--- src/rtl/txh_pkg.sv ---
package txh_pkg;

  // Decision taken for one host read request
  typedef enum logic [1:0] {
    REQ_IDLE   = 2'd0,
    REQ_GRANT  = 2'd1,
    REQ_STREAM = 2'd2,
    REQ_REJECT = 2'd3
  } req_kind_e;

endpackage

--- src/rtl/txh_gate.sv ---
module txh_gate
  import txh_pkg::*;
#(
  parameter int LEN_W = 8
) (
  input  logic             rd_req,
  input  logic             lock,
  input  logic             ready,
  input  logic             pf_ok,
  input  logic [LEN_W-1:0] len,
  input  logic [LEN_W-1:0] cnt,
  output req_kind_e        kind,
  output logic             grant,
  output logic             reject,
  output logic             serve,
  output logic             last,
  output logic [LEN_W-1:0] rd_addr
);

  localparam logic [LEN_W-1:0] ONE = LEN_W'(1);

  logic len_nz;
  logic can_start;

  assign len_nz    = (len != '0);
  assign can_start = ready & pf_ok & len_nz;

  always_comb begin
    kind = REQ_IDLE;
    if (rd_req) begin
      if (lock)           kind = REQ_STREAM;
      else if (can_start) kind = REQ_GRANT;
      else                kind = REQ_REJECT;
    end
  end

  assign grant   = (kind == REQ_GRANT);
  assign reject  = (kind == REQ_REJECT);
  assign serve   = (kind == REQ_GRANT) | (kind == REQ_STREAM);
  assign rd_addr = lock ? cnt : '0;

  always_comb begin
    last = 1'b0;
    if (kind == REQ_GRANT)  last = (len == ONE);
    if (kind == REQ_STREAM) last = (cnt == (len - ONE));
  end

endmodule

--- src/rtl/txh_flags.sv ---
module txh_flags #(
  parameter int LEN_W = 8
) (
  input  logic             clk,
  input  logic             rst_n,
  input  logic             fw_set_ready,
  input  logic             fw_clr_ready,
  input  logic             fw_len_we,
  input  logic [LEN_W-1:0] fw_len_wdata,
  input  logic             fw_irq_clr,
  input  logic             prefetch_done,
  input  logic             grant,
  input  logic             reject,
  input  logic             finish,
  output logic             ready,
  output logic             pf_ok,
  output logic             lock,
  output logic [LEN_W-1:0] len,
  output logic             irq
);

  logic             ready_q, ready_d, ready_en;
  logic             pf_q, pf_d, pf_en;
  logic             lock_q, lock_d, lock_en;
  logic [LEN_W-1:0] len_q, len_d;
  logic             len_en;
  logic             irq_q, irq_d, irq_en;
  logic             held;

  assign held = lock_q | grant;

  always_comb begin
    ready_d  = ready_q;
    ready_en = 1'b0;
    if (finish) begin
      ready_d  = 1'b0;
      ready_en = 1'b1;
    end else if (!held && fw_set_ready) begin
      ready_d  = 1'b1;
      ready_en = 1'b1;
    end else if (!held && fw_clr_ready) begin
      ready_d  = 1'b0;
      ready_en = 1'b1;
    end
  end

  always_comb begin
    pf_d  = pf_q;
    pf_en = 1'b0;
    if (finish) begin
      pf_d  = 1'b0;
      pf_en = 1'b1;
    end else if (prefetch_done) begin
      pf_d  = 1'b1;
      pf_en = 1'b1;
    end
  end

  always_comb begin
    lock_d  = lock_q;
    lock_en = 1'b0;
    if (finish) begin
      lock_d  = 1'b0;
      lock_en = 1'b1;
    end else if (grant) begin
      lock_d  = 1'b1;
      lock_en = 1'b1;
    end
  end

  always_comb begin
    len_d  = fw_len_wdata;
    len_en = fw_len_we & ~held;
  end

  always_comb begin
    irq_d  = irq_q;
    irq_en = 1'b0;
    if (reject) begin
      irq_d  = 1'b1;
      irq_en = 1'b1;
    end else if (fw_irq_clr) begin
      irq_d  = 1'b0;
      irq_en = 1'b1;
    end
  end

  always_ff @(posedge clk or negedge rst_n) begin
    if (!rst_n) begin
      ready_q <= 1'b0;
      pf_q    <= 1'b0;
      lock_q  <= 1'b0;
      len_q   <= '0;
      irq_q   <= 1'b0;
    end else begin
      if (ready_en) ready_q <= ready_d;
      if (pf_en)    pf_q    <= pf_d;
      if (lock_en)  lock_q  <= lock_d;
      if (len_en)   len_q   <= len_d;
      if (irq_en)   irq_q   <= irq_d;
    end
  end

  assign ready = ready_q;
  assign pf_ok = pf_q;
  assign lock  = lock_q;
  assign len   = len_q;
  assign irq   = irq_q;

  AST_LOCK_NEEDS_FLAGS: assert property (@(posedge clk) disable iff (!rst_n)
    lock_q |-> (ready_q && pf_q));
  AST_IRQ_STICKY: assert property (@(posedge clk) disable iff (!rst_n)
    (irq_q && !fw_irq_clr) |=> irq_q);
  AST_LEN_FROZEN: assert property (@(posedge clk) disable iff (!rst_n)
    lock_q |=> $stable(len_q));
  AST_PF_SET: assert property (@(posedge clk) disable iff (!rst_n)
    (prefetch_done && !finish) |=> pf_q);

endmodule

--- src/rtl/txh_stream.sv ---
module txh_stream #(
  parameter int LEN_W = 8
) (
  input  logic             clk,
  input  logic             rst_n,
  input  logic             serve,
  input  logic             last,
  output logic [LEN_W-1:0] cnt,
  output logic             rd_valid,
  output logic             eot
);

  logic [LEN_W-1:0] cnt_q, cnt_d;
  logic             cnt_en;
  logic             valid_q;
  logic             eot_q;

  always_comb begin
    cnt_en = serve;
    cnt_d  = last ? '0 : (cnt_q + LEN_W'(1));
  end

  always_ff @(posedge clk or negedge rst_n) begin
    if (!rst_n) begin
      cnt_q   <= '0;
      valid_q <= 1'b0;
      eot_q   <= 1'b0;
    end else begin
      if (cnt_en) cnt_q <= cnt_d;
      valid_q <= serve;
      eot_q   <= serve & last;
    end
  end

  assign cnt      = cnt_q;
  assign rd_valid = valid_q;
  assign eot      = eot_q;

  AST_VALID_AFTER_SERVE: assert property (@(posedge clk) disable iff (!rst_n)
    serve |=> valid_q);
  AST_EOT_WITH_VALID: assert property (@(posedge clk) disable iff (!rst_n)
    eot_q |-> valid_q);

endmodule

--- src/rtl/tx_frame_handoff.sv ---
module tx_frame_handoff
  import txh_pkg::*;
#(
  parameter int LEN_W  = 8,
  parameter int DATA_W = 8
) (
  input  logic              clk,
  input  logic              rst_n,
  input  logic              fw_set_ready,
  input  logic              fw_clr_ready,
  input  logic              fw_len_we,
  input  logic [LEN_W-1:0]  fw_len_wdata,
  input  logic              fw_irq_clr,
  input  logic              prefetch_done,
  input  logic              host_rd_req,
  output logic              buf_rd_en,
  output logic [LEN_W-1:0]  buf_rd_addr,
  input  logic [DATA_W-1:0] buf_rd_data,
  output logic              host_rd_valid,
  output logic [DATA_W-1:0] host_rd_data,
  output logic              eot,
  output logic              frame_ready,
  output logic              prefetch_ok,
  output logic              buf_locked,
  output logic              irq_no_frame
);

  req_kind_e        kind;
  logic             grant, reject, serve, last;
  logic [LEN_W-1:0] rd_addr;
  logic [LEN_W-1:0] cnt;
  logic [LEN_W-1:0] len;
  logic             ready, pf_ok, lock, irq;
  logic             finish;

  assign finish = serve & last;

  txh_gate #(.LEN_W(LEN_W)) u_gate (
    .rd_req  (host_rd_req),
    .lock    (lock),
    .ready   (ready),
    .pf_ok   (pf_ok),
    .len     (len),
    .cnt     (cnt),
    .kind    (kind),
    .grant   (grant),
    .reject  (reject),
    .serve   (serve),
    .last    (last),
    .rd_addr (rd_addr)
  );

  txh_flags #(.LEN_W(LEN_W)) u_flags (
    .clk           (clk),
    .rst_n         (rst_n),
    .fw_set_ready  (fw_set_ready),
    .fw_clr_ready  (fw_clr_ready),
    .fw_len_we     (fw_len_we),
    .fw_len_wdata  (fw_len_wdata),
    .fw_irq_clr    (fw_irq_clr),
    .prefetch_done (prefetch_done),
    .grant         (grant),
    .reject        (reject),
    .finish        (finish),
    .ready         (ready),
    .pf_ok         (pf_ok),
    .lock          (lock),
    .len           (len),
    .irq           (irq)
  );

  txh_stream #(.LEN_W(LEN_W)) u_stream (
    .clk      (clk),
    .rst_n    (rst_n),
    .serve    (serve),
    .last     (last),
    .cnt      (cnt),
    .rd_valid (host_rd_valid),
    .eot      (eot)
  );

  assign buf_rd_en    = serve;
  assign buf_rd_addr  = rd_addr;
  assign host_rd_data = buf_rd_data;
  assign frame_ready  = ready;
  assign prefetch_ok  = pf_ok;
  assign buf_locked   = lock;
  assign irq_no_frame = irq;

  AST_EOT_RELEASES: assert property (@(posedge clk) disable iff (!rst_n)
    eot |-> (!ready && !pf_ok && !lock));
  AST_EOT_SINGLE: assert property (@(posedge clk) disable iff (!rst_n)
    eot |=> !eot);
  AST_CNT_IN_FRAME: assert property (@(posedge clk) disable iff (!rst_n)
    lock |-> (cnt < len));
  AST_REJECT_NO_READ: assert property (@(posedge clk) disable iff (!rst_n)
    reject |-> !buf_rd_en);
  AST_ZERO_LEN_REJECT: assert property (@(posedge clk) disable iff (!rst_n)
    (host_rd_req && !lock && len == '0) |=> (irq && !host_rd_valid));

endmodule

--- config.mk ---
export PLATFORM = sky130hd
export DESIGN_NAME = tx_frame_handoff
export DESIGN_NICKNAME = d
export VERILOG_FILES = /design/src/rtl/txh_pkg.sv /design/src/rtl/txh_gate.sv /design/src/rtl/txh_flags.sv /design/src/rtl/txh_stream.sv /design/src/rtl/tx_frame_handoff.sv
export SDC_FILE = /design/constraint.sdc
export NUM_CORES = 1
export LEC_CHECK = 0
export ABC_AREA = 1
export BUFFER_PORTS_ARGS = -buffer_cell sky130_fd_sc_hd__buf_2
export CORE_MARGIN = 1
export CORE_UTILIZATION = 55
export CTS_CLUSTER_SIZE = 28
export DETAILED_ROUTE_END_ITERATION = 8
export HOLD_SLACK_MARGIN = 0.1
export PLACE_DENSITY = 0.82
export SYNTH_ARGS = -nofsm -noshare
export SYNTH_HDL_FRONTEND = slang
export SYNTH_SLANG_ARGS = --single-unit
--- constraint.sdc ---
create_clock -name clk -period 2.3 [get_ports clk]
set_input_delay 0.115 -clock clk [delete_from_list [all_inputs] [get_ports clk]]
set_output_delay 0.115 -clock clk [all_outputs]
set_load 0.005 [all_outputs]
==> impl_metrics.py, run 1 <==
metrics = {
    "synthesis": {
        "netlist_instances": 217,
        "synth_seq_cells": 22,
        "syn_area_mm2": 0.00152,
        "synthDistinctLibCells": 26,
        "yosysWarnings": 0,
        "synth-seq-area-share": 0.361,
        "synth_nets": 245,
        "synth.avg_cell_area_um2": 7.02,
    },
    "timing": {
        "period_needed_ns": 1.80,
        "finalHoldViolCount": 0,
        "relSlewSlack": 0.671,
        "fin_worst_skew_ns": 0.00381,
        "fmax_mhz": 555,
        "fin_ws_ns": 0.499,
        "final_max_slew_viol_count": 0,
        "setup_viol": 0,
        "rsz0062_at_grt": "no",
        "timing.final.crit_share": 0.783,
        "max_slew.worst_pin.slew_ns": 0.493,
        "finalSetupTns_ns": 0,
    },
    "setup_path": {
        "slowest_stage": "dfrtp_1",
        "cp_cell_sequence": "inv_1 -> ha_1 -> inv_1 -> nor2_1 -> nand2_2 -> nand3_4 -> nand2_4 -> buf_2",
        "r2r_start": "u_flags.len[0]$_DFFE_PN0P_",
        "critPathArrivalTime_ns": 1.69,
        "slowest_delay_ns": 0.44,
        "cp.required_ns": 2.18,
        "cp-startpoint": "u_flags.len[0]$_DFFE_PN0P_",
        "path_delay_family": "flip-flops",
        "crit_path_start_kind": "flip-flop",
        "end_kind": "output port",
        "critPathMaxFanout": 10,
        "critPathBufInv": 3,
        "path_common_cell": "inv_1",
        "path_class": "reg2out",
    },
    "clock_tree": {
        "post_cts_buffers": 0,
        "cts_sinks": 22,
        "htreeDepth": 1,
        "cts_made_buffers": 3,
        "clkLatencyLatePin_ns": 0.30,
        "cts_root_buf": "clkbuf_4",
        "tritoncts": "yes",
        "clk_pin_slew_ns": 0.12,
        "clockBufferDepth": 2,
    },
    "floorplanning": {
        "fp.coreArea_mm2": 0.00254,
        "initial_core_util": 0.599,
        "rows": 18,
        "dieArea_mm2": 0.00299,
        "die_w_um": 54.6,
        "chipHeight_um": 54.6,
        "pin_count": 47,
    },
    "finish": {
        "layout_common_cells": "nand2_1 (56), nor2_1 (33), inv_1 (32)",
        "num-nets-final": 281,
        "seqCellArea_um2": 551,
        "drive_gt1_frac": 0.218,
        "fillers": 233,
        "final_cell_count_no_fill": 282,
        "post-route-util": 0.700,
        "diodes": 0,
        "area_growth_syn_to_layout_pct": 16.8,
        "multi_input_area_um2": 738,
        "layout_commonest_cell": "nand2_1",
    },
    "placed_design": {
        "portBuffers": 30,
        "place_ws_ns": 0.600,
        "dp_cells": 266,
        "finalWeightedCongestion": 0.874,
        "dp_hpwl_mm": 2.29,
    },
    "drt": {
        "post-route-drc-count": 0,
        "firstDrtPassIters": 4,
        "vias": 1399,
        "wl_per_cell_um": 11.1,
        "drtIter0Drc": 44,
        "viasPerCell": 4.96,
        "drt-total-wl_mm": 3.14,
        "postRouteAntennaNets": 0,
    },
    "flow_run": {
        "drv_cap": 0,
    },
    "global_routing": {
        "grt_pass1_wl_mm": 4.86,
        "antenna_found_initial": 0,
        "grt_max_degree": 23,
        "grt_overflow": 0,
        "grt_pass1_vias": 1166,
        "gr-usage-all-layers": 0.231,
    },
    "power": {
        "peakVddDrop_mv": 0.703,
        "static-leakage-power_nw": 0.978,
        "p_per_area_mw_per_mm2": 1100,
        "finalPower_mw": 1.96,
    },
    "status": {
        "run_status": "finished clean",
    },
    "worst_hold_path": {
        "worstHoldStart": "fw_clr_ready",
        "min_path_type": "in2reg",
    },
}
-- sequential cells by signal, summed over array words and instances, names as in the netlist --
register and cells:
u_flags.len 8, u_flags.irq 1, u_stream.cnt 8, u_stream.eot 1
u_stream.rd_valid 1, u_flags.ready 1, u_flags.pf_ok 1, u_flags.lock 1
-- metrics by stage --
step,hold WS (ns),cell area (um2)
after CTS,0.146,1780
after global placement,0.108,1620
final,0.152,1780
after detailed placement,0.108,1620
after global routing,0.191,1780
after floorplan,-0.181,1520
-- cells by family (layout without fill, tap and decap cells) --
| logic type | Yosys count | after routing | share of synthesized area |
|---|---|---|---|
| buffers and inverters | 49 | 84 | 0.154 |
| xor gates and xnor gates | 4 | 4 | 0.0230 |
| and+or+nand+nor | 117 | 117 | 0.347 |
| DFF | 22 | 22 | 0.361 |
| adders and majority gates | 4 | 4 | 0.0328 |
| AOI/OAI and AO/OA | 21 | 21 | 0.0813 |
-- worst register-to-register path, stage by stage (launching register included) --
cell,delay (ns)
dfrtp_1,0.44
inv_1,0.17
ha_1,0.25
inv_1,0.06
nand2_1,0.07
nand2_1,0.05
nand2_1,0.05
nand2_1,0.05
nand3_1,0.07
nor2_1,0.05
a21oi_1,0.24
nand2_1,0.08
nor2_1,0.09
-- what timing repair did --
item	CTS	global route
hold buffers	12	0
resized for setup	0	0
endpoints found under the hold margin	33	0
-- area by class of cell --
cell class,instances,share of cell area
timing repair buffer,42,0.152
clock buffer,4,0.0204
sequential,22,0.309
inverter,38,0.0829
multi-input combinational,146,0.415
tap,30,0.0211
-- path summary, 6_finish.rpt --
path	depth (start not counted)	endpoint	slack (ns)
worst max-delay path	8	buf_rd_en	0.50
worst min-delay path	4	u_flags.ready$_DFFE_PN0P_	0.15
worst max register to register	12	u_stream.cnt[4]$_DFFE_PN0N_	0.57
worst min register to register	2	u_flags.irq$_DFFE_PN0P_	0.54
max in group asynchronous	2	u_stream.cnt[4]$_DFFE_PN0N_	1.66
min in group asynchronous	2	u_flags.lock$_DFFE_PN0P_	0.31
-- power breakdown --
group          total (mW)  internal, mW  switching (mW)
clock               0.212        0.0966           0.115
combinational        1.01         0.425           0.583
sequential          0.740         0.538           0.202
total                1.96          1.06           0.901
-- metal layers --
| metal | track usage | vias up | share of wire |
|---|---|---|---|
| met5 | 0 | - | 0 |
| met2 | 0.378 | 51 | 0.46 |
| met4 | 0.111 | 0 | 0.026 |
| met3 | 0.0361 | 9 | 0.059 |
| met1 | 0.295 | 619 | 0.45 |
| li1 | - | 720 | - |
-- cell usage after synthesis --
library cell	instances	share of area
nand2_4	4	0.030
nand2_1	56	0.14
buf_4	9	0.044
buf_2	1	0.0033
nand2_2	3	0.012
nand3b_1	1	0.0049
o21ai_0	5	0.016
o21ai_1	3	0.0098
nor3_1	5	0.016
nand3_1	9	0.030
xor2_1	1	0.0057
nor2_1	33	0.081
a21oi_2	5	0.029
ha_1	4	0.033
dfrtp_1	22	0.36
nor2_4	1	0.0074
nor2_2	1	0.0041
inv_2	4	0.0098
nand4_1	2	0.0082
buf_8	1	0.0098
inv_4	2	0.0082
xnor2_1	3	0.017
and3_1	1	0.0041
a21oi_1	8	0.026
nand3_4	1	0.011
inv_1	32	0.079
Power figures use the tool's default switching activity.
==> run 2: changes to the inputs <==
--- a/config.mk
+++ b/config.mk
@@ -8,11 +8,11 @@
 export ABC_AREA = 1
 export BUFFER_PORTS_ARGS = -buffer_cell sky130_fd_sc_hd__buf_2
 export CORE_MARGIN = 1
-export CORE_UTILIZATION = 55
+export CORE_UTILIZATION = 46
 export CTS_CLUSTER_SIZE = 28
 export DETAILED_ROUTE_END_ITERATION = 8
 export HOLD_SLACK_MARGIN = 0.1
-export PLACE_DENSITY = 0.82
+export PLACE_DENSITY = 0.73
 export SYNTH_ARGS = -nofsm -noshare
 export SYNTH_HDL_FRONTEND = slang
 export SYNTH_SLANG_ARGS = --single-unit
==> constraint.sdc (replaced) <==
create_clock -name clk -period 1.6 [get_ports clk]
set_input_delay 0.08 -clock clk [delete_from_list [all_inputs] [get_ports clk]]
set_output_delay 0.08 -clock clk [all_outputs]
set_load 0.005 [all_outputs]
==> impl_metrics.py, run 2 (same netlist as run 1, synthesis figures left out) <==
metrics = {
    "placed_design": {
        "dp_hpwl_mm": 2.42,
        "finalWeightedCongestion": 0.826,
        "place_ws_ns": -0.0622,
        "portBuffers": 30,
    },
    "timing": {
        "period_needed_ns": 1.68,
        "fin_ws_ns": -0.0781,
        "rsz0062_at_grt": "yes",
        "timing.final.crit_share": 1.05,
        "finalSetupTns_ns": -0.562,
        "max_slew.worst_pin.slew_ns": 0.513,
        "fmax_mhz": 596,
        "fin_worst_skew_ns": 0.0145,
        "relSlewSlack": 0.658,
        "setup_viol": 10,
        "final_max_slew_viol_count": 0,
        "finalHoldViolCount": 0,
        "holdWs_ns": 0.126,
    },
    "finish": {
        "fillers": 284,
        "layout_common_cells": "nand2_1 (53), inv_1 (29), buf_2 (29)",
        "num-nets-final": 298,
        "diodes": 0,
        "seqCellArea_um2": 551,
        "multi_input_area_um2": 932,
        "area_growth_syn_to_layout_pct": 37.8,
        "layout_commonest_cell": "nand2_1",
        "drive_gt1_frac": 0.366,
        "post-route-util": 0.677,
    },
    "floorplanning": {
        "pin_count": 47,
        "rows": 20,
        "fp.coreArea_mm2": 0.00310,
        "initial_core_util": 0.491,
        "die_w_um": 59.6,
        "chipHeight_um": 59.6,
        "dieArea_mm2": 0.00355,
    },
    "clock_tree": {
        "clockBufferDepth": 2,
        "clkLatencyLatePin_ns": 0.33,
        "cts_sinks": 22,
        "clk_pin_slew_ns": 0.13,
        "tritoncts": "yes",
        "cts_root_buf": "clkbuf_4",
        "cts_made_buffers": 3,
        "htreeDepth": 1,
    },
    "setup_path": {
        "slowest_delay_ns": 0.41,
        "critPathArrivalTime_ns": 1.89,
        "slowest_stage": "dfrtp_1",
        "worstRegToRegCells": 11,
        "path_common_cell": "nand2_1",
        "cp_cell_sequence": "inv_2 -> buf_4 -> nand2_1 -> nor2_1 -> o21ai_0 -> nand2_1 -> nand2_1 -> nor2_2 -> nand2_2 -> nand2_2 -> nor3_1",
        "critPathBufInv": 2,
        "cp.depth": 11,
        "path_class": "reg2reg",
        "path_delay_family": "simple AND/OR/NAND/NOR gates",
        "crit_path_start_kind": "flip-flop",
        "end_kind": "flip-flop",
        "critPathMaxFanout": 4,
        "cp.required_ns": 1.82,
    },
    "drt": {
        "post-route-drc-count": 0,
        "drtIter0Drc": 54,
        "viasPerCell": 4.79,
        "postRouteAntennaNets": 0,
        "drt-total-wl_mm": 3.99,
        "firstDrtPassIters": 4,
        "wl_per_cell_um": 12.8,
        "vias": 1496,
    },
    "global_routing": {
        "antenna_found_initial": 0,
        "grt_pass1_wl_mm": 5.47,
        "grt_max_degree": 23,
        "gr-usage-all-layers": 0.210,
        "grt_overflow": 0,
        "grt_pass1_vias": 1303,
    },
    "power": {
        "finalPower_mw": 3.24,
        "peakVddDrop_mv": 0.750,
        "p_per_area_mw_per_mm2": 1540,
        "static-leakage-power_nw": 1.05,
    },
    "worst_hold_path": {
        "worstHoldPathCells": 5,
        "min_path_type": "in2reg",
    },
    "status": {
        "run_status": "complete, but fails checks",
        "failed_checks": "setup timing",
    },
    "flow_run": {
        "drv_cap": 0,
    },
}
==> run 2: repair_timing <==
action,4_1_cts,5_1_grt
pin swaps,3,14
endpoints found under the hold margin,33,0
buffers inserted,0,7
gates cloned,0,3
gates resized for setup,4,42
hold buffers,13,0
setup endpoints to repair,17,21
==> run 2: cell type report <==
cell class / count / share of cell area
tap: 44 / 0.0262
clock buffer: 3 / 0.0107
sequential: 22 / 0.262
multi-input combinational: 149 / 0.444
timing repair buffer: 56 / 0.185
inverter: 38 / 0.0727
==> run 2: worst paths after layout <==
kind | slack [ns] | to | startpoint
max reg2reg | -0.08 | u_stream.cnt[6]$_DFFE_PN0N_ | u_flags.len[1]$_DFFE_PN0P_
min reg2reg | 0.53 | u_flags.irq$_DFFE_PN0P_ | u_flags.irq$_DFFE_PN0P_
max | -0.08 | u_stream.cnt[6]$_DFFE_PN0N_ | u_flags.len[1]$_DFFE_PN0P_
min | 0.13 | u_flags.irq$_DFFE_PN0P_ | host_rd_req
min in group asynchronous | 0.23 | u_flags.lock$_DFFE_PN0P_ | rst_n
max in group asynchronous | 1.01 | u_stream.cnt[4]$_DFFE_PN0N_ | rst_n
==> run 2: worst min-delay path: cells and delay by family <==
family          cells  cell delay (ns)
compound gates      1             0.07
buf+inv             2             0.16
simple gates        2             0.12
==> run 2: where the power goes <==
group	leakage, nW	internal (mW)	switching [mW]
registers	0.242	0.774	0.245
clock network	0.0138	0.0885	0.181
logic	0.796	0.838	1.12
==> run 2: metal layers <==
layer	vias up	global-route usage	share of wire
met2	46	0.360	0.51
li1	761	-	-
met4	0	0.0897	0.012
met5	-	0	0
met3	5	0.0218	0.040
met1	684	0.269	0.44
==> run 2: through the flow <==
stage	area, um2	cells
2_1_floorplan	1520	217
3_3_place_gp	1690	286
3_5_place_dp	1690	286
4_1_cts	1850	302
5_1_grt	2100	312
6_report	2100	312
==> run 3: changes to the inputs <==
--- a/config.mk
+++ b/config.mk
@@ -8,11 +8,11 @@
 export ABC_AREA = 1
 export BUFFER_PORTS_ARGS = -buffer_cell sky130_fd_sc_hd__buf_2
 export CORE_MARGIN = 1
-export CORE_UTILIZATION = 46
+export CORE_UTILIZATION = 51
 export CTS_CLUSTER_SIZE = 28
 export DETAILED_ROUTE_END_ITERATION = 8
 export HOLD_SLACK_MARGIN = 0.1
-export PLACE_DENSITY = 0.73
+export PLACE_DENSITY = 0.77
 export SYNTH_ARGS = -nofsm -noshare
 export SYNTH_HDL_FRONTEND = slang
 export SYNTH_SLANG_ARGS = --single-unit
==> constraint.sdc (replaced) <==
create_clock -name clk -period 1.8 [get_ports clk]
set_input_delay 0.09 -clock clk [delete_from_list [all_inputs] [get_ports clk]]
set_output_delay 0.09 -clock clk [all_outputs]
set_load 0.005 [all_outputs]
==> impl_metrics.py, run 3 (same netlist as run 1, synthesis figures left out) <==
metrics = {
    "status": {
        "run_status": "complete, but fails checks",
        "failed_checks": "DRC",
    },
    "floorplanning": {
        "dieArea_mm2": 0.00321,
        "chipHeight_um": 56.7,
        "initial_core_util": 0.543,
        "fp.coreArea_mm2": 0.00281,
        "die_w_um": 56.7,
        "rows": 19,
        "pin_count": 47,
    },
    "setup_path": {
        "cp_cell_sequence": "inv_2 -> ha_1 -> inv_1 -> nor2_2 -> nand2_2 -> nand3_4 -> nand2_4 -> buf_2",
        "cp.required_ns": 1.71,
        "path_class": "reg2out",
        "r2r_start": "u_flags.len[0]$_DFFE_PN0P_",
        "r2r_end": "u_stream.cnt[1]$_DFFE_PN0N_",
        "crit_end": "buf_rd_en",
        "crit_path_start_kind": "flip-flop",
        "slowest_stage": "dfrtp_1",
        "path_delay_family": "flip-flops",
        "end_kind": "output port",
        "critPathBufInv": 3,
        "cp.depth": 8,
        "slowest_delay_ns": 0.43,
        "critPathArrivalTime_ns": 1.62,
        "worstRegToRegCells": 9,
        "cp-startpoint": "u_flags.len[0]$_DFFE_PN0P_",
        "worst-r2r-setup-slack_ns": 0.15,
        "critPathMaxFanout": 10,
    },
    "clock_tree": {
        "cts_made_buffers": 3,
        "clockBufferDepth": 2,
        "tritoncts": "yes",
        "cts_root_buf": "clkbuf_4",
        "clk_pin_slew_ns": 0.13,
        "clkLatencyLatePin_ns": 0.32,
        "cts_sinks": 22,
        "htreeDepth": 1,
    },
    "finish": {
        "multi_input_area_um2": 741,
        "seqCellArea_um2": 551,
        "diodes": 0,
        "layout_commonest_cell": "nand2_1",
        "num-nets-final": 285,
        "final_cell_count_no_fill": 287,
        "drive_gt1_frac": 0.242,
        "area_growth_syn_to_layout_pct": 20.1,
        "layout_common_cells": "nand2_1 (56), nor2_1 (32), inv_1 (30), buf_2 (30), dfrtp_1 (22)",
        "post-route-util": 0.653,
        "fillers": 269,
    },
    "power": {
        "finalPower_mw": 2.67,
        "p_per_area_mw_per_mm2": 1460,
        "static-leakage-power_nw": 1.00,
        "peakVddDrop_mv": 0.788,
    },
    "drt": {
        "wl_per_cell_um": 11.0,
        "drt-total-wl_mm": 3.15,
        "postRouteAntennaNets": 0,
        "viasPerCell": 4.86,
        "vias": 1394,
        "drtIter0Drc": 35,
        "post-route-drc-count": 8,
        "firstDrtPassIters": 6,
    },
    "timing": {
        "finalHoldViolCount": 0,
        "max_slew.worst_pin.slew_ns": 0.505,
        "fin_ws_ns": 0.0920,
        "relSlewSlack": 0.663,
        "rsz0062_at_grt": "yes",
        "setup_viol": 0,
        "holdWs_ns": 0.0949,
        "period_needed_ns": 1.71,
        "timing.final.crit_share": 0.949,
        "final_max_slew_viol_count": 0,
        "fin_worst_skew_ns": 0.00867,
        "fmax_mhz": 585,
    },
    "worst_hold_path": {
        "min_path_type": "in2reg",
        "worstHoldStart": "fw_clr_ready",
    },
    "placed_design": {
        "portBuffers": 30,
        "finalWeightedCongestion": 0.863,
        "dp_hpwl_mm": 2.25,
        "dp_cells": 268,
        "place_ws_ns": 0.127,
    },
    "global_routing": {
        "grt_max_degree": 23,
        "gr-usage-all-layers": 0.216,
        "grt_overflow": 0,
        "grt_pass1_wl_mm": 5.34,
        "antenna_found_initial": 0,
        "grt_pass1_vias": 1303,
    },
    "flow_run": {
        "drv_cap": 0,
    },
}
[run 3: final cells by class]
| class | instances | share of cell area |
|---|---|---|
| clock buffer | 3 | 0.0123 |
| clock inverter | 1 | 0.0164 |
| inverter | 38 | 0.0807 |
| multi-input combinational | 146 | 0.405 |
| sequential | 22 | 0.301 |
| tap | 31 | 0.0212 |
| timing repair buffer | 46 | 0.164 |
[run 3: worst min-delay path by stage]
stage,endpoint,slack [ns],cells past startpoint
2_1_floorplan,u_flags.irq$_DFFE_PN0P_,-0.21,0
3_3_place_gp,u_flags.len[1]$_DFFE_PN0P_,0.08,1
3_5_place_dp,u_flags.len[2]$_DFFE_PN0P_,0.09,1
4_1_cts,u_flags.ready$_DFFE_PN0P_,0.11,4
5_1_grt,u_stream.rd_valid$_DFF_PN0_,0.13,3
6_report,u_flags.ready$_DFFE_PN0P_,0.09,4
[run 3: what timing repair did]
item                                    in CTS  in global routing
hold endpoints to repair                    33                  0
buffers inserted                             0                  3
endpoints found under the setup margin       1                 12
hold buffers                                12                  0
gates resized for setup                      1                  2
[run 3: through the flow]
step | instance area, um2 | TNS [ns]
6_report | 1830 | 0
5_1_grt | 1830 | -0.0422
4_1_cts | 1810 | 0
3_5_place_dp | 1630 | 0
3_3_place_gp | 1630 | 0
2_1_floorplan | 1520 | 0
[run 3: power by group]
group | internal [mW] | switching [mW] | total (mW)
Sequential | 0.687 | 0.237 | 0.925
Combinational | 0.588 | 0.773 | 1.36
Clock | 0.226 | 0.164 | 0.389
[run 3: per-layer routing]
metal	global-route usage	vias to the layer above	share of wire
li1	-	733	-
met1	0.265	612	0.45
met2	0.372	40	0.48
met3	0.0323	9	0.040
met4	0.0964	0	0.026
met5	0	-	0
[run 3: worst min-delay path, stage by stage]
cell and delay (ns):
buf_2 0.08, inv_1 0.03, o21ai_0 0.14, a21oi_1 0.06
